`config.mk`:
```
export PLATFORM = sky130hd
export DESIGN_NAME = pwm_evt_trig
export DESIGN_NICKNAME = d
export VERILOG_FILES = /design/src/rtl/pet_pkg.sv /design/src/rtl/pet_rst_sync.sv /design/src/rtl/pet_event_sel.sv /design/src/rtl/pet_prescaler.sv /design/src/rtl/pwm_evt_trig.sv
export SDC_FILE = /design/constraint.sdc
export NUM_CORES = 1
export LEC_CHECK = 0
export ABC_CLOCK_PERIOD_IN_PS = 900
export BUFFER_PORTS_ARGS = -buffer_cell sky130_fd_sc_hd__buf_4
export CAP_MARGIN = 10
export CELL_PAD_IN_SITES_DETAIL_PLACEMENT = 1
export CELL_PAD_IN_SITES_GLOBAL_PLACEMENT = 2
export CORE_AREA = 5 5 69 71
export CTS_BUF_LIST = sky130_fd_sc_hd__clkbuf_4 sky130_fd_sc_hd__clkbuf_8
export DETAILED_ROUTE_END_ITERATION = 7
export DIE_AREA = 0 0 74 76
export PLACE_DENSITY_LB_ADDON = 0.2
export SETUP_SLACK_MARGIN = 0.2
export SLEW_MARGIN = 5
export SYNTH_ARGS = -nofsm -noshare
export SYNTH_HDL_FRONTEND = slang
export SYNTH_HIERARCHICAL = 1
export SYNTH_SLANG_ARGS = --single-unit
export TNS_END_PERCENT = 5
```
`constraint.sdc`:
```
create_clock -name clk -period 0.9 [get_ports clk]
set_clock_uncertainty 0.15 [all_clocks]
set_input_delay 0.225 -clock clk [delete_from_list [all_inputs] [get_ports clk]]
set_output_delay 0.225 -clock clk [all_outputs]
set_load 0.1 [all_outputs]
```
`src/rtl/pet_pkg.sv`:
```
package pet_pkg;

  typedef enum logic [2:0] {
    SRC_OFF    = 3'd0,
    SRC_ZERO   = 3'd1,
    SRC_PRD    = 3'd2,
    SRC_ZP     = 3'd3,
    SRC_CA_UP  = 3'd4,
    SRC_CA_DN  = 3'd5,
    SRC_CB_UP  = 3'd6,
    SRC_CB_DN  = 3'd7
  } pet_src_e;

  typedef struct packed {
    logic zero;
    logic period;
    logic cmpa;
    logic cmpb;
  } pet_ev_t;

  localparam int unsigned NUM_TRIG = 2;
  localparam int unsigned TRIG_IRQ = 0;
  localparam int unsigned TRIG_SOC = 1;

endpackage

```
`src/rtl/pet_rst_sync.sv`:
```
module pet_rst_sync #(
  parameter int unsigned STAGES = 2
) (
  input  logic clk,
  input  logic rst_n,
  output logic rst_sync_n
);

  logic [STAGES-1:0] sync_q;
  logic [STAGES-1:0] sync_d;

  always_comb begin
    sync_d = {sync_q[STAGES-2:0], 1'b1};
  end

  always_ff @(posedge clk or negedge rst_n) begin
    if (!rst_n) sync_q <= '0;
    else        sync_q <= sync_d;
  end

  assign rst_sync_n = sync_q[STAGES-1];

endmodule

```
`src/rtl/pet_event_sel.sv`:
```
module pet_event_sel
  import pet_pkg::*;
(
  input  pet_src_e src_i,
  input  pet_ev_t  ev_i,
  input  logic     up_i,
  output logic     hit_o
);

  always_comb begin
    unique case (src_i)
      SRC_OFF:   hit_o = 1'b0;
      SRC_ZERO:  hit_o = ev_i.zero;
      SRC_PRD:   hit_o = ev_i.period;
      SRC_ZP:    hit_o = ev_i.zero | ev_i.period;
      SRC_CA_UP: hit_o = ev_i.cmpa & up_i;
      SRC_CA_DN: hit_o = ev_i.cmpa & ~up_i;
      SRC_CB_UP: hit_o = ev_i.cmpb & up_i;
      SRC_CB_DN: hit_o = ev_i.cmpb & ~up_i;
      default:   hit_o = 1'b0;
    endcase
  end

endmodule

```
`src/rtl/pet_prescaler.sv`:
```
module pet_prescaler
  import pet_pkg::*;
#(
  parameter int unsigned DIV_W = 4
) (
  input  logic             clk,
  input  logic             rst_n,
  input  pet_src_e         src_i,
  input  logic [DIV_W-1:0] div_i,
  input  logic             hit_i,
  output logic             fire_o
);

  logic [DIV_W-1:0] cnt_q, cnt_d;
  logic [DIV_W-1:0] div_q;
  pet_src_e         src_q;
  logic             cfg_chg;
  logic [DIV_W-1:0] cnt_inc;

  always_comb begin
    cfg_chg = (src_i != src_q) || (div_i != div_q);
    cnt_inc = cnt_q + 1'b1;
    fire_o  = 1'b0;
    cnt_d   = cnt_q;
    if (cfg_chg || (div_i == '0)) begin
      cnt_d = '0;
    end else if (hit_i) begin
      if (cnt_inc == div_i) begin
        cnt_d  = '0;
        fire_o = 1'b1;
      end else begin
        cnt_d = cnt_inc;
      end
    end
  end

  always_ff @(posedge clk or negedge rst_n) begin
    if (!rst_n) begin
      cnt_q <= '0;
      div_q <= '0;
      src_q <= SRC_OFF;
    end else begin
      cnt_q <= cnt_d;
      div_q <= div_i;
      src_q <= src_i;
    end
  end

  // the count stays below an active divider setting
  assert_cnt_below_div_R4: assert property (@(posedge clk) disable iff (!rst_n)
    (div_q != '0) |-> (cnt_q < div_q));

  // the count restarts after each firing
  assert_cnt_restart_R4: assert property (@(posedge clk) disable iff (!rst_n)
    fire_o |=> (cnt_q == '0));

  // a configuration change restarts the count
  assert_cfg_restart_R9: assert property (@(posedge clk) disable iff (!rst_n)
    cfg_chg |=> (cnt_q == '0));

  // a zero setting holds the count at zero
  assert_off_idle_R5: assert property (@(posedge clk) disable iff (!rst_n)
    (div_q == '0) |-> (cnt_q == '0));

endmodule

```
`src/rtl/pwm_evt_trig.sv`:
```
module pwm_evt_trig
  import pet_pkg::*;
#(
  parameter int unsigned DIV_W = 4
) (
  input  logic             clk,
  input  logic             rst_n,
  input  logic             ev_zero,
  input  logic             ev_period,
  input  logic             ev_cmpa,
  input  logic             ev_cmpb,
  input  logic             cnt_up,
  input  logic [2:0]       irq_src,
  input  logic [DIV_W-1:0] irq_div,
  input  logic             irq_clr,
  input  logic [2:0]       soc_src,
  input  logic [DIV_W-1:0] soc_div,
  output logic             irq_req,
  output logic             soc_pulse
);

  logic                      rst_int_n;
  pet_ev_t                   ev;
  pet_src_e [NUM_TRIG-1:0]   src_v;
  logic [NUM_TRIG-1:0][DIV_W-1:0] div_v;
  logic [NUM_TRIG-1:0]       hit_v;
  logic [NUM_TRIG-1:0]       fire_v;
  logic                      irq_q, irq_d;
  logic                      soc_q, soc_d;

  pet_rst_sync #(.STAGES(2)) u_rst_sync (
    .clk        (clk),
    .rst_n      (rst_n),
    .rst_sync_n (rst_int_n)
  );

  always_comb begin
    ev.zero   = ev_zero;
    ev.period = ev_period;
    ev.cmpa   = ev_cmpa;
    ev.cmpb   = ev_cmpb;
    src_v[TRIG_IRQ] = pet_src_e'(irq_src);
    src_v[TRIG_SOC] = pet_src_e'(soc_src);
    div_v[TRIG_IRQ] = irq_div;
    div_v[TRIG_SOC] = soc_div;
  end

  for (genvar g = 0; g < NUM_TRIG; g++) begin : g_trig
    pet_event_sel u_sel (
      .src_i (src_v[g]),
      .ev_i  (ev),
      .up_i  (cnt_up),
      .hit_o (hit_v[g])
    );
    pet_prescaler #(.DIV_W(DIV_W)) u_div (
      .clk    (clk),
      .rst_n  (rst_int_n),
      .src_i  (src_v[g]),
      .div_i  (div_v[g]),
      .hit_i  (hit_v[g]),
      .fire_o (fire_v[g])
    );
  end

  always_comb begin
    irq_d = fire_v[TRIG_IRQ] | (irq_q & ~irq_clr);
    soc_d = fire_v[TRIG_SOC];
  end

  always_ff @(posedge clk or negedge rst_int_n) begin
    if (!rst_int_n) begin
      irq_q <= 1'b0;
      soc_q <= 1'b0;
    end else begin
      irq_q <= irq_d;
      soc_q <= soc_d;
    end
  end

  assign irq_req   = irq_q;
  assign soc_pulse = soc_q;

  // a pending request only drops after a clear
  assert_irq_hold_R7: assert property (@(posedge clk) disable iff (!rst_int_n)
    $fell(irq_q) |-> $past(irq_clr));

  // no conversion pulse comes from a zero setting
  assert_soc_off_R5: assert property (@(posedge clk) disable iff (!rst_int_n)
    soc_q |-> ($past(soc_div) != '0));

  // no interrupt rises from a zero setting
  assert_irq_off_R5: assert property (@(posedge clk) disable iff (!rst_int_n)
    $rose(irq_q) |-> ($past(irq_div) != '0));

  // an off selector never raises the request
  assert_irq_src_off_R2: assert property (@(posedge clk) disable iff (!rst_int_n)
    $rose(irq_q) |-> ($past(irq_src) != 3'd0));

endmodule

```
==> results of run 1 <==
[kinds of logic after synthesis]
kind of cell    share of synthesized area
xor+xnor                            0.198
fa+ha+maj                          0.0194
buf+inv                           0.00874
compound gates                      0.136
other cells                       0.00291
simple gates                        0.130
flops                               0.505
[what timing repair did]
item,in CTS,in global routing
endpoints found under the setup margin,12,12
pin swaps,5,5
gates resized for setup,11,14
buffers inserted,1,0
endpoints found under the hold margin,10,8
[registers in the layout, indices dropped and copies added (netlist names)]
| register | flops |
|---|---|
| g_trig.u_div/cnt_q | 8 |
| g_trig.u_div/div_q | 8 |
| g_trig.u_div/src_q | 6 |
| u_rst_sync/sync_q | 2 |
| irq_req | 1 |
| soc_pulse | 1 |
[layer usage]
metal / vias up / track usage / share of wire
li1: 501 / - / -
met1: 527 / 0.151 / 0.43
met2: 19 / 0.196 / 0.51
met4: 0 / 0.0435 / 0.014
met3: 4 / 0.0237 / 0.054
met5: - / 0 / 0
[stage by stage]
| stage | setup slack [ns] | std cells | utilization | setup TNS (ns) | hold slack (ns) |
|---|---|---|---|---|---|
| after floorplan | -0.580 | 111 | - | -6.79 | -0.221 |
| after global placement | -0.932 | 209 | 0.420 | -7.53 | -0.142 |
| after detailed placement | -0.911 | 209 | 0.420 | -7.93 | -0.142 |
| after CTS | -0.732 | 214 | 0.447 | -7.55 | -0.0650 |
| after global routing | -0.774 | 214 | 0.467 | -8.12 | -0.0703 |
| final | -0.698 | 214 | 0.467 | -7.11 | -0.0562 |
[cells in the final DEF (no fill, tap or decap), types with 3 or more instances in the layout]
| master | n |
|---|---|
| dfrtp_1 | 26 |
| clkbuf_8 | 3 |
| o21ai_1 | 3 |
| buf_4 | 42 |
| nor2_1 | 4 |
| nand2_1 | 5 |
| xnor2_2 | 5 |
| a21oi_1 | 4 |
| nor4_2 | 4 |
| inv_1 | 3 |
| xor2_1 | 18 |
| nor4_1 | 4 |
[layout make-up]
| class | count | area, sq um |
|---|---|---|
| inverters | 3 | 11.3 |
| flip-flops and latches | 26 | 651 |
| well taps | 52 | 65.1 |
| multi-input cells | 82 | 778 |
| clock buffers | 3 | 41.3 |
| fillers | 455 | 2220 |
| repair buffers | 48 | 403 |
[power by group through the flow]
stage          combinational [mW]  clock [mW]  sequential [mW]
3_5_place_dp                0.380           0             1.24
6_report                    0.424       0.654             1.22
5_1_grt                     0.470       0.735             1.22
4_1_cts                     0.396       0.689             1.22
2_1_floorplan               0.152           0             1.26
3_3_place_gp                0.370           0             1.24
[final timing paths]
check | from | end | depth (start not counted)
setup / recovery | g_trig[0].u_div/cnt_q[0] | g_trig[0].u_div/cnt_q[3] | 5
hold / removal | irq_src[0] | g_trig[0].u_div/src_q[0] | 1
setup reg to reg | g_trig[0].u_div/cnt_q[0] | g_trig[0].u_div/cnt_q[3] | 5
hold reg to reg | u_rst_sync/sync_q[1] | g_trig[1].u_div/cnt_q[3] | 1
max in group asynchronous | u_rst_sync/sync_q[1] | g_trig[1].u_div/div_q[1] | 1
min in group asynchronous | u_rst_sync/sync_q[1] | g_trig[1].u_div/cnt_q[3] | 1
==> key figures, run 1 <==
GRT
  – GRT Util Overall: 0.119
  – First-pass GRT wire length: ~5300 um
  – Largest net degree at the start of global routing: 21
  – Total grt overflow: 0
  – Antenna violations before repair: 0
  – Vias in the first global route: approximately 1200

Route
  – Via count: around 1100
  – Routed WL per cell: approximately 14 um
  – DRC: 0
  – Drt total wl: 3100 um
  – Drt initial violations: 23
  – Via density per instance: 4.91
  – Antenna Nets Post-Route: 0
  – Drt pass-1 iters: 4

Synthesis
  – Avg Cell Area, Syn: about 12 sq um
  – Mapped Nets: 135
  – Number of synthesized flops with an enable pin: 0
  – Syn. warnings: 6
  – Most used DFF post-synth: dfrtp_1
  – Sequential area share after synthesis: 0.505
  – Commonest cells in the netlist: dfrtp_1 (26), xor2_1 (18), nor4_1 (8)
  – Cell with the most instances after synthesis: dfrtp_1
  – Synth area leaders: dfrtp_1 (50%), xor2_1 (12%), a2111oi_2 (4.7%), xnor2_1 (4.1%), nor4_1 (3.9%)
  – Post-synth ARST share: 1.00
  – Yosys cell types: 23
  – Area of the mapped netlist: between 0.001 and 0.0015 sq mm
  – Dominant cell type by area after synthesis: dfrtp_1
  – Post-synthesis register bit count: 26
  – Synth Instances: between 100 and 150
  – Share of the synthesized area in the top cell type: 0.505

Setup path
  – Maximum fanout along the worst path: 4
  – Crit-path cells: ha_4 > xnor2_2 > nand3_2 > nor2_2 > a2111oi_4
  – Slowest library cell on the worst path: dfrtp_1
  – Setup crit start kind: flop
  – WS Path Type: reg -> reg
  – WP buf/inv: 0
  – CP Capture Type: flop
  – Critical Path RT: ~0.89 ns
  – CP delay by family, top: flip-flops
  – WP data arrival: roughly 1.6 ns
  – R2r setup slk: -0.70 ns
  – Largest stage delay on the critical path: 0.45 ns

Clock network
  – Hold_buf cts: 1
  – Clock slew at reported path FFs: 0.09 ns
  – Num CTS Buffers: 3
  – Insertion delay to the later sink of the worst-skew pair: about 0.27 ns
  – CTS root buffer: clkbuf_8
  – Clock sink count: 26
  – CTS Buffer Depth: 2
  – Clock tree from TritonCTS: yes
  – CTS H-tree depth: 1

Power
  – Switch share: 0.254
  – PD cells: roughly 1200 mW/mm^2
  – Internal cell power: about 1.7 mW
  – VDD IR max: 0.000585 V
  – Clock Power Share: 0.284
  – Static leakage: between 0.8 and 0.9 nW
  – Final Total Pwr: 2.30 mW
  – Logic pwr share: 0.185
  – Psw: just under 0.6 mW
  – Sequential power share: 0.531

Final layout
  – Finished Cell Area: about 0.002 sq mm
  – Synth-to-Final Area Change: 51.3%
  – N_diodes: 0
  – Nets: between 150 and 200
  – Proportion of layout cells with a drive suffix above 1: 0.469

STA
  – Fmax: 626 MHz
  – Fin crit share: 1.78
  – WHS: -0.0562 ns
  – Final Setup Violations: 12
  – Final hold viol count: 8
  – Worst slew pin tran: around 0.50 ns
  – Setup WS post-layout: -0.698 ns
  – Tmin final: ~1.6 ns
  – Pins over their slew limit: 0
  – Unrepaired setup endpoints after global routing: true
  – Slew headroom: 0.667

Die
  – IO Pins: 24
  – Die X: 74 um
  – Die Ht: approximately 76 um
  – Die outline area: ~0.0056 sq mm
  – Core Region: roughly 0.0042 sq mm
  – Row cnt: 24
  – Initial Utilization: 0.309

Placed design
  – Gpl congestion: ~0.75
  – Detailed placement HPWL: 2360 um
  – DP Area: 0.00175 sq mm
  – I/O Buffers: 23

Status
  – Failing checks: hold timing, setup timing
  – Status: complete, but fails checks

Worst hold path
  – HP Class: in -> reg

Job
  – Max-cap violations: 0
Note: power is estimated with default switching activity, not from simulation.
==> run 2: changes to the inputs <==
==> constraint.sdc (replaced) <==
create_clock -name clk -period 0.9 [get_ports clk]
set_clock_uncertainty 0.15 [all_clocks]
set_input_delay 0.045 -clock clk [delete_from_list [all_inputs] [get_ports clk]]
set_output_delay 0.045 -clock clk [all_outputs]
set_load 0.1 [all_outputs]
==> key figures, run 2 (synthesis results as in run 1) <==
Setup path
  – Maximum fanout along the worst path: 4
  – WP data arrival: 1.60 ns
  – WS Path Type: reg -> reg
  – CP Capture Type: flop
  – Setup crit start kind: flop
  – Critical Path RT: ~0.92 ns

Final layout
  – Finished Cell Area: approximately 0.0019 sq mm
  – Final core occ: 0.465
  – N_diodes: 0
  – Nets: about 190
  – Proportion of layout cells with a drive suffix above 1: 0.426
  – Most frequent cells in the layout: buf_4 (45), dfrtp_1 (25), xor2_1 (18), a21oi_1 (6), nor4_2 (5)
  – Commonest non-fill, non-tap cell in the layout: buf_4
  – Synth-to-Final Area Change: 50.6%
  – Fin cells: 221
  – Fillers: between 400 and 500
  – Top Registers: g_trig.u_div/cnt_q (8), g_trig.u_div/div_q (8), g_trig.u_div/src_q (6)

Die
  – Die Ht: 76 um
  – Row cnt: 24
  – Die X: 74 um
  – IO Pins: 24
  – Die outline area: between 0.005 and 0.006 sq mm
  – Initial Utilization: 0.309
  – Core Region: 0.00417 sq mm

STA
  – Unrepaired setup endpoints after global routing: true
  – Setup WS post-layout: -0.675 ns
  – Fmax: 635 MHz
  – Final Setup Violations: 12
  – WHS: -0.237 ns
  – Fin crit share: 1.75
  – Pins over their slew limit: 0
  – Setup TNS: -6.79 ns
  – Tmin final: between 1.5 and 2 ns
  – Final hold viol count: 16

Route
  – Drt initial violations: 30
  – Routed WL per cell: around 14 um
  – Via density per instance: 4.75
  – Drt pass-1 iters: 4
  – Drt total wl: between 3000 and 4000 um
  – Via count: ~1000
  – Antenna Nets Post-Route: 0
  – DRC: 0

Clock network
  – Num CTS Buffers: 3
  – CTS H-tree depth: 1
  – Clock slew at reported path FFs: 0.09 ns
  – CTS root buffer: clkbuf_8
  – Insertion delay to the later sink of the worst-skew pair: roughly 0.27 ns
  – Clock tree from TritonCTS: yes
  – Clock sink count: 26
  – CTS Buffer Depth: 2

GRT
  – Largest net degree at the start of global routing: 15
  – First-pass GRT wire length: around 5500 um
  – GRT Util Overall: 0.126
  – Total grt overflow: 0
  – Antenna violations before repair: 0
  – Vias in the first global route: between 1000 and 1500

Placed design
  – Detailed placement HPWL: between 2000 and 2500 um
  – Gpl congestion: 0.786
  – I/O Buffers: 23
  – Dpl cells: between 200 and 250
  – DP Area: 0.00175 sq mm

Job
  – Max-cap violations: 0

Status
  – Status: complete, but fails checks
  – Failing checks: hold timing, setup timing

Power
  – VDD IR max: about 0.0005 V
  – PD cells: 1250 mW/mm^2
  – Static leakage: between 0.8 and 0.9 nW

Worst hold path
  – HP Class: in -> reg
-- run 2: cell count changes in the layout (fill, tap and decap cells not counted), sizes merged --
cell	before	now
dlymetal6s4s	0	4
buf	47	48
clkbuf	3	4
dlygate4sd3	1	2
-- run 2: stage by stage --
stage          power [mW]  setup WS, ns
2_1_floorplan        1.41        -0.580
3_5_place_dp         1.63        -0.800
6_report             2.43        -0.675
3_3_place_gp         1.62        -0.717
5_1_grt              2.54        -0.823
4_1_cts              2.45        -0.762
-- run 2: final cells by class --
| type | instances | area, sq um | share of cell area |
|---|---|---|---|
| Clock buffer | 4 | 55.1 | 0.0284 |
| Inverter | 3 | 11.3 | 0.00580 |
| Multi-Input combinational cell | 82 | 703 | 0.362 |
| Sequential cell | 26 | 652 | 0.336 |
| Tap cell | 52 | 65.1 | 0.0335 |
| Timing Repair Buffer | 54 | 454 | 0.234 |
-- run 2: worst paths after layout --
check / startpoint / slack, ns / endpoint / cells past startpoint
max reg2reg: g_trig[1].u_div/cnt_q[0] / -0.68 / g_trig[1].u_div/cnt_q[2] / 5
min in group asynchronous: rst_n / -0.08 / u_rst_sync/sync_q[0] / 2
max in group asynchronous: u_rst_sync/sync_q[1] / 0.39 / g_trig[0].u_div/cnt_q[0] / 1
min: irq_src[0] / -0.24 / g_trig[0].u_div/src_q[0] / 1
min reg2reg: u_rst_sync/sync_q[1] / 0.05 / g_trig[0].u_div/cnt_q[1] / 1
max: g_trig[1].u_div/cnt_q[0] / -0.68 / g_trig[1].u_div/cnt_q[2] / 5
-- run 2: what timing repair did --
action / 4_1_cts / 5_1_grt
resized for setup: 9 / 9
endpoints found under the hold margin: 17 / 17
pin swaps: 6 / 1
hold buffers: 5 / 1
endpoints found under the setup margin: 12 / 16
gates cloned: 0 / 0
buffers inserted: 1 / 0
-- run 2: metal layers --
| metal | vias up | global-route usage | wire, um | share of wire |
|---|---|---|---|---|
| met5 | - | 0 | 0 | 0 |
| met4 | 0 | 0.0598 | 71 | 0.022 |
| met3 | 5 | 0.0237 | 172 | 0.054 |
| met2 | 22 | 0.200 | 1530 | 0.48 |
| met1 | 512 | 0.163 | 1420 | 0.44 |
| li1 | 510 | - | - | - |
-- run 2: report_power, final --
group          switching (mW)  internal [mW]
Clock                   0.387          0.392
Combinational           0.207          0.220
Sequential             0.0154           1.20
-- run 2: worst max-delay path: stages, from the launching register on --
cell       delay (ns)
dfrtp_1          0.44
ha_4             0.18
xnor3_1          0.19
nand3_2          0.14
nor2_2           0.07
a2111oi_2        0.30
==> run 3: changes to the inputs <==
ABC_AREA = 1   (was unset)
CORE_AREA = 5 5 65 96   (was 5 5 69 71)
DIE_AREA = 0 0 70 101   (was 0 0 74 76)
==> key figures, run 3 <==
Synthesis
  – Mapped Nets: between 200 and 250
  – Simple-gate share of the synthesized area: 0.350
  – Post-synthesis mux area share: 0
  – Area of the mapped netlist: 0.00152 sq mm
  – Post-Synth Adder-Cell Area: 0.0165
  – Main combinational cell family by area after synthesis: simple AND/OR/NAND/NOR gates
  – Syn. warnings: 6
  – Cell with the most instances after synthesis: nand2_1
  – Post-synthesis compound-gate area fraction: 0.0330
  – Synth area leaders: dfrtp_1 (43%), nand2_1 (15%), inv_1 (8.9%), nand4_1 (7.4%), xnor2_1 (5.8%)
  – Synth Instances: approximately 200
  – Commonest cells in the netlist: nand2_1 (62), inv_1 (36), dfrtp_1 (26)
  – Avg Cell Area, Syn: a little under 8 sq um
  – XOR/XNOR Fraction of Synth Area: 0.0808
  – Post-synth ARST share: 1.00
  – Dominant cell type by area after synthesis: dfrtp_1
  – Share of the synthesized area in the top cell type: 0.429
  – Sequential area share after synthesis: 0.429
  – Yosys cell types: 18
  – Most used DFF post-synth: dfrtp_1
  – Post-synthesis register bit count: 26
  – Number of synthesized flops with an enable pin: 0

Power
  – Psw: approximately 0.63 mW
  – Logic pwr share: 0.173
  – Clock Power Share: 0.319
  – Internal cell power: 1.77 mW
  – Static leakage: approximately 1.0 nW
  – PD cells: between 1000 and 1500 mW/mm^2
  – Switch share: 0.263
  – Sequential power share: 0.507
  – VDD IR max: between 0.0004 and 0.0005 V

Placed design
  – DP Area: around 0.0019 sq mm
  – I/O Buffers: 23
  – Detailed placement HPWL: between 3000 and 4000 um
  – Gpl congestion: 0.727
  – Post-Place Worst Slack: -0.614 ns
  – Dpl cells: 307

Final layout
  – FF+latch area: about 650 sq um
  – Nets: 268
  – N_diodes: 0
  – Fin cells: around 310
  – Finished Cell Area: 0.00206 sq mm
  – Fillers: ~680
  – Top Registers: g_trig.u_div/cnt_q (8), g_trig.u_div/div_q (8), g_trig.u_div/src_q (6)
  – Most frequent cells in the layout: nand2_1 (62), buf_4 (38), inv_1 (36), dfrtp_1 (25), nand4_1 (18)
  – Commonest non-fill, non-tap cell in the layout: nand2_1
  – Synth-to-Final Area Change: 35.7%
  – Area taken by multi-input logic gates: a little under 800 sq um
  – Proportion of layout cells with a drive suffix above 1: 0.263

Clock network
  – Hold_buf cts: 2
  – CTS H-tree depth: 1
  – Insertion delay to the later sink of the worst-skew pair: ~0.27 ns
  – Clock slew at reported path FFs: approximately 0.09 ns
  – Clock sink count: 26
  – CTS Buffer Depth: 2
  – Clock tree from TritonCTS: yes
  – Num CTS Buffers: 3
  – CTS root buffer: clkbuf_8

Route
  – Routed WL per cell: between 10 and 15 um
  – Via density per instance: 4.47
  – Drt total wl: between 3000 and 4000 um
  – Via count: about 1400
  – Drt pass-1 iters: 4
  – Antenna Nets Post-Route: 0
  – Drt initial violations: 20
  – DRC: 0

STA
  – Fin crit share: 1.76
  – WHS: -0.247 ns
  – Final hold viol count: 16
  – Fmax: about 630 MHz
  – Final Setup Violations: 12
  – Pins over their slew limit: 0
  – Tmin final: about 1.6 ns
  – Setup WS post-layout: -0.682 ns
  – Unrepaired setup endpoints after global routing: true

GRT
  – Total grt overflow: 0
  – Largest net degree at the start of global routing: 15
  – Vias in the first global route: around 1400
  – GRT Util Overall: 0.112
  – Antenna violations before repair: 0
  – First-pass GRT wire length: ~6400 um

Setup path
  – WS Path Type: reg -> reg
  – Setup crit start kind: flop
  – CP Capture Type: flop
  – WP data arrival: between 1.5 and 2 ns
  – Maximum fanout along the worst path: 4
  – Critical Path RT: 0.91 ns

Die
  – Core Region: ~0.0054 sq mm
  – Die Ht: about 100 um
  – Die X: ~70 um
  – Die outline area: just over 0.007 sq mm
  – Row cnt: 33
  – IO Pins: 24
  – Initial Utilization: 0.283

Job
  – Max-cap violations: 0

Status
  – Status: complete, but fails checks
  – Failing checks: hold timing, setup timing

Worst hold path
  – HP Class: in -> reg
[run 3: final timing paths]
path | from | endpoint | slack, ns | cells past startpoint
max in group asynchronous | u_rst_sync/sync_q[1] | g_trig[0].u_div/cnt_q[0] | 0.36 | 1
max | g_trig[0].u_div/cnt_q[0] | g_trig[0].u_div/cnt_q[3] | -0.68 | 6
max reg2reg | g_trig[0].u_div/cnt_q[0] | g_trig[0].u_div/cnt_q[3] | -0.68 | 6
min reg2reg | u_rst_sync/sync_q[1] | soc_pulse | 0.06 | 1
min | irq_src[2] | g_trig[0].u_div/src_q[2] | -0.25 | 1
min in group asynchronous | rst_n | u_rst_sync/sync_q[1] | -0.07 | 2
[run 3: kinds of logic after synthesis]
logic type / after synthesis
simple gates: 108
flops: 26
xor+xnor: 14
fa+ha+maj: 2
buf+inv: 36
other cells: 1
compound gates: 10
[run 3: critical path: stages, from the launching register on]
cell	delay, ns
dfrtp_2	0.43
ha_4	0.25
xor2_2	0.14
nor2_2	0.11
nand3_2	0.12
nor2_4	0.19
o21ai_1	0.08
[run 3: power by group through the flow]
stage	sequential (mW)	clock, mW	combinational [mW]
after floorplan	1.26	0	0.200
after global placement	1.24	0	0.413
after detailed placement	1.24	0	0.415
after CTS	1.22	0.805	0.423
after global routing	1.23	0.829	0.475
final	1.22	0.769	0.417
[run 3: layout make-up]
type	instances	area share
timing repair buffer	42	0.165
inverter	36	0.0656
tap	70	0.0425
clock buffer	4	0.0267
sequential	26	0.317
multi-input combinational	135	0.383
[run 3: routing by layer]
metal	vias to the layer above	GRT usage	wire, um
li1	703	-	-
met1	670	0.109	1350
met2	21	0.233	2240
met3	4	0.0130	106
met4	0	0.0398	57
met5	-	0	0
[run 3: timing repair]
action / 4_1_cts / 5_1_grt
endpoints found under the setup margin: 12 / 12
gates cloned: 0 / 0
buffers inserted: 0 / 0
pin swaps: 1 / 13
hold endpoints to repair: 17 / 16
resized for setup: 5 / 5
[run 3: per-stage QoR]
step | setup TNS [ns] | total power, mW | util
after floorplan | -6.46 | 1.46 | -
after global placement | -5.86 | 1.66 | 0.362
after detailed placement | -5.96 | 1.66 | 0.362
after CTS | -6.52 | 2.45 | 0.379
after global routing | -7.41 | 2.53 | 0.384
final | -6.49 | 2.41 | 0.384
